===== src/rtl/cp_clk_pkg.sv =====
package cp_clk_pkg;
  localparam int unsigned SEL_W_DEF = 2;
endpackage


===== src/rtl/cp_sel_latch.sv =====
module cp_sel_latch #(
  parameter int unsigned SEL_W = cp_clk_pkg::SEL_W_DEF
) (
  input  logic             clk_i,
  input  logic             rst_ni,
  input  logic             active_i,
  input  logic             ss_done_i,
  input  logic [SEL_W-1:0] sel_i,
  output logic [SEL_W-1:0] target_o
);
  logic             ss_seen_q;
  logic [SEL_W-1:0] sel_q;

  always_ff @(posedge clk_i or negedge rst_ni) begin
    if (!rst_ni) begin
      ss_seen_q <= 1'b0;
      sel_q     <= '0;
    end else if (!active_i) begin
      ss_seen_q <= 1'b0;
      sel_q     <= '0;
    end else if (ss_done_i && !ss_seen_q) begin
      ss_seen_q <= 1'b1;
      sel_q     <= sel_i;
    end
  end

  // fastest rate until soft start is over
  assign target_o = ss_seen_q ? sel_q : '0;
endmodule


===== src/rtl/cp_half_div.sv =====
module cp_half_div #(
  parameter int unsigned SEL_W = cp_clk_pkg::SEL_W_DEF
) (
  input  logic             clk_i,
  input  logic             rst_ni,
  input  logic             active_i,
  input  logic [SEL_W-1:0] target_i,
  output logic             clk_o
);
  localparam int unsigned NUM_RATES = 1 << SEL_W;
  localparam int unsigned CNT_W     = (NUM_RATES > 1) ? NUM_RATES - 1 : 1;

  logic [CNT_W-1:0] tc_tbl [NUM_RATES];

  for (genvar g = 0; g < NUM_RATES; g++) begin : g_tc
    assign tc_tbl[g] = CNT_W'((64'd1 << g) - 64'd1);
  end

  logic [SEL_W-1:0] rate_q;
  logic [CNT_W-1:0] hcnt_q;
  logic             clk_q;
  logic             at_tc;

  assign at_tc = (hcnt_q == tc_tbl[rate_q]);

  always_ff @(posedge clk_i or negedge rst_ni) begin
    if (!rst_ni) begin
      rate_q <= '0;
      hcnt_q <= '0;
      clk_q  <= 1'b0;
    end else if (!active_i) begin
      rate_q <= '0;
      hcnt_q <= '0;
      clk_q  <= 1'b0;
    end else if (at_tc) begin
      hcnt_q <= '0;
      clk_q  <= ~clk_q;
      // new rate only at the end of a full low phase
      if (!clk_q) rate_q <= target_i;
    end else begin
      hcnt_q <= hcnt_q + 1'b1;
    end
  end

  assign clk_o = clk_q;
endmodule


===== src/rtl/cp_clk_sel.sv =====
module cp_clk_sel #(
  parameter int unsigned SEL_W = cp_clk_pkg::SEL_W_DEF
) (
  input  logic             clk_i,
  input  logic             rst_ni,
  input  logic             en_i,
  input  logic             fault_i,
  input  logic             ss_done_i,
  input  logic [SEL_W-1:0] sel_i,
  output logic             cp_clk_o,
  output logic             cp_en_o
);
  logic             active;
  logic [SEL_W-1:0] target;
  logic             en_q;

  assign active = en_i & ~fault_i;

  cp_sel_latch #(.SEL_W(SEL_W)) i_sel_latch (
    .clk_i     (clk_i),
    .rst_ni    (rst_ni),
    .active_i  (active),
    .ss_done_i (ss_done_i),
    .sel_i     (sel_i),
    .target_o  (target)
  );

  cp_half_div #(.SEL_W(SEL_W)) i_half_div (
    .clk_i    (clk_i),
    .rst_ni   (rst_ni),
    .active_i (active),
    .target_i (target),
    .clk_o    (cp_clk_o)
  );

  always_ff @(posedge clk_i or negedge rst_ni) begin
    if (!rst_ni) en_q <= 1'b0;
    else         en_q <= active;
  end

  assign cp_en_o = en_q;
endmodule


===== config.mk =====
export PLATFORM = sky130hd
export DESIGN_NAME = cp_clk_sel
export DESIGN_NICKNAME = d
export VERILOG_FILES = /design/src/rtl/cp_clk_pkg.sv /design/src/rtl/cp_sel_latch.sv /design/src/rtl/cp_half_div.sv /design/src/rtl/cp_clk_sel.sv
export SDC_FILE = /design/constraint.sdc
export NUM_CORES = 1
export LEC_CHECK = 0
export BUFFER_PORTS_ARGS = -buffer_cell sky130_fd_sc_hd__clkbuf_2
export CAP_MARGIN = 20
export CORE_AREA = 2 2 39 41
export DETAILED_ROUTE_END_ITERATION = 10
export DIE_AREA = 0 0 41 43
export PLACE_DENSITY_LB_ADDON = 0.05
export SLEW_MARGIN = 20
export SYNTH_ARGS = -nofsm -noshare
export SYNTH_HDL_FRONTEND = slang
export SYNTH_SLANG_ARGS = --single-unit

===== constraint.sdc =====
create_clock -name clk_i -period 3.8 [get_ports clk_i]
set_input_delay 0.57 -clock clk_i [delete_from_list [all_inputs] [get_ports clk_i]]
set_output_delay 0.57 -clock clk_i [all_outputs]
set_load 0.01 [all_outputs]

==> flow_summary.json <==
{
  "synth_cells": 40,
  "detail-route-antenna-nets": 0,
  "period_needed_ns": 1.529,
  "path_buf_inv": 0,
  "max-vdd-ir-drop_mv": 0.1846,
  "slowest_stage": "a2111oi_4",
  "path_cells": "or2_4, a2111oi_4, o21bai_2, mux2i_1",
  "cp-end-kind": "register",
  "cp_top_family": "compound AO/OA/AOI/OAI gates",
  "clk_latency_ns": 0.26,
  "grt_max_degree": 11,
  "power.share.clock_pct": 42.8,
  "gp_congestion": 0.6194,
  "p_switching_mw": 0.04583,
  "port_buffers": 8,
  "track_usage_pct": 11.63,
  "crit_fanout": 6,
  "hold_viol": 0,
  "fill_cells": 146,
  "final_cell_area_um2": 563.0,
  "cts-root-buf": "clkbuf_4",
  "layout_common_cells": "dfrtp_1 (10), clkbuf_2 (8), mux2i_1 (4), nor2_1 (4)",
  "p_leak_nw": 0.2719,
  "maxSlewHeadroom_pct": 71.59,
  "fin_worst_skew_ns": 0.0006490,
  "first_iter_violations": 1,
  "ys_seq_elements": 10,
  "grt_pass1_wl_mm": 1.311,
  "final_common_cell": "dfrtp_1",
  "power.share.combinational_pct": 7.0,
  "setup_viol": 0,
  "post_drt_wl_per_cell_um": 12.30,
  "cts_tree": "yes",
  "grt_overflow": 0,
  "dpl-instance-area_um2": 526.8,
  "synth_warnings": 0,
  "ys_types": 19,
  "hp-class": "primary input to asynchronous set/reset pin",
  "crit_type": "register to register",
  "switching_share_pct": 20.87,
  "cts_hold_buffers": 0,
  "cp.arrival_ns": 1.67,
  "powerDensity_nw_per_um2": 390.0,
  "utilization_pct": 40.69,
  "start_util_pct": 34.00,
  "drc_errors": 0,
  "core_um2": 1384,
  "ioPinCount": 9,
  "netlist_area_um2": 470.5,
  "start_kind": "register",
  "status": "finished, final reports clean",
  "max_freq_mhz": 654.0,
  "period_share_pct": 40.24,
  "rows": 14,
  "fp.dieH_um": 43,
  "diodes": 0,
  "antenna_found_initial": 0,
  "fin_cells": 67,
  "detailedRoute.firstPassIterationCount": 2,
  "rrSetupSlack_ns": 2.27,
  "syn2layout_area_growth_pct": 19.68,
  "p_int_mw": 0.1738,
  "die_area_um2": 1763,
  "path_clk_slew_ns": 0.07,
  "slowest_delay_ns": 0.43,
  "num_vias": 320,
  "tightest_slew_ns": 0.4261,
  "numCtsBuffers": 3,
  "grt_pass1_vias": 314,
  "p_seq_share_pct": 50.3,
  "nets": 60,
  "die_w_um": 41,
  "synth_fp_nets": 48,
  "syn_area_per_cell_um2": 11.76,
  "finalSetupTns_ns": 0,
  "worstPathRequired_ns": 3.94,
  "cap_violations": 0,
  "max-clock-path-buffers": 2,
  "drt_wl_total_um": 824,
  "rsz0062_at_grt": "no",
  "yosysSeqAreaShare_pct": 53.19,
  "finalMaxSlewViolations": 0,
  "hpwl_um": 651.3,
  "dp.cells": 63,
  "ctsResizeCount": 0,
  "post_cts_buffers": 0,
  "fin_total_pwr_mw": 0.2196,
  "h-tree-depth": 1,
  "cts_sinks": 10,
  "drive_above_1_share_pct": 29.41,
  "drt-vias-per-instance": 4.776
}
[metrics by stage]
stage          worst slack, ns  hold WS [ns]
3_5_place_dp             2.267        0.4487
5_1_grt                  2.183        0.1654
4_1_cts                  2.253        0.1687
2_1_floorplan            2.350        0.2744
6_report                 2.271        0.1659
3_3_place_gp             2.303        0.4416
[sequential cells by signal, summed over array words and instances (netlist names)]
register               cells
i_sel_latch.sel_q          2
i_sel_latch.ss_seen_q      1
i_half_div.clk_o           1
cp_en_o                    1
i_half_div.hcnt_q          3
i_half_div.rate_q          2
[area by class of cell]
| cell class | count | area (um2) | area share (%) |
|---|---|---|---|
| Clock buffer | 4 | 36.28 | 6.444 |
| Inverter | 1 | 3.754 | 0.6667 |
| Multi-Input combinational cell | 28 | 212.7 | 37.78 |
| Sequential cell | 10 | 250.2 | 44.44 |
| Tap cell | 16 | 20.02 | 3.556 |
| Timing Repair Buffer | 8 | 40.04 | 7.111 |
[power groups by stage]
stage,clock network [mW],logic (mW),registers [mW]
6_report,0.0939,0.0153,0.110
5_1_grt,0.104,0.0169,0.111
4_1_cts,0.0958,0.0158,0.110
3_5_place_dp,0,0.0157,0.112
3_3_place_gp,0,0.0149,0.112
2_1_floorplan,0,0.00774,0.113
[logic make-up after synthesis]
group / after synthesis / synth area share, %
compound gates: 3 / 9.842
xor+xnor: 2 / 3.724
fa+ha+maj: 1 / 2.659
buf+inv: 2 / 1.594
flops: 10 / 53.19
mux: 4 / 8.511
simple gates: 18 / 20.48
[routing by layer]
layer | vias to the layer above | track usage [%] | part of all wire, %
met5 | - | 0 | 0
met4 | 0 | 6.000 | 0
met3 | 0 | 4.712 | 4.5
met2 | 6 | 16.88 | 50
met1 | 153 | 14.24 | 45
li1 | 161 | - | -
[final timing paths]
check                                                    start                                to  cells after the start
min in group clk_i              i_half_div.hcnt_q[0]$_DFF_PN0_    i_half_div.hcnt_q[0]$_DFF_PN0_                      1
max in group asynchronous                               rst_ni    i_half_div.hcnt_q[1]$_DFF_PN0_                      1
worst max-delay path            i_half_div.hcnt_q[0]$_DFF_PN0_  i_half_div.rate_q[1]$_DFFE_PN0P_                      4
worst min-delay path                                    rst_ni  i_half_div.rate_q[1]$_DFFE_PN0P_                      1
worst min register to register  i_half_div.hcnt_q[0]$_DFF_PN0_    i_half_div.hcnt_q[0]$_DFF_PN0_                      1
worst max register to register  i_half_div.hcnt_q[0]$_DFF_PN0_  i_half_div.rate_q[1]$_DFFE_PN0P_                      4
[synthesized netlist by cell type]
| master | instances | area, um2 |
|---|---|---|
| dfrtp_1 | 10 | 250.2 |
| nor3_1 | 3 | 15.01 |
| nor4b_1 | 1 | 8.760 |
| xnor2_1 | 2 | 17.52 |
| ha_1 | 1 | 12.51 |
| nor4_1 | 1 | 6.260 |
| o21bai_2 | 1 | 11.26 |
| clkbuf_1 | 1 | 3.750 |
| or2_4 | 1 | 8.760 |
| and4_1 | 1 | 8.760 |
| nor2b_1 | 1 | 6.260 |
| nand2_1 | 3 | 11.26 |
| nand3_1 | 2 | 10.01 |
| o21a_1 | 1 | 7.510 |
| a2111oi_4 | 1 | 27.53 |
| nand2b_1 | 1 | 6.260 |
| nor2_1 | 4 | 15.01 |
| inv_1 | 1 | 3.750 |
| mux2i_1 | 4 | 40.04 |
Note: power is estimated with default switching activity, not from simulation.
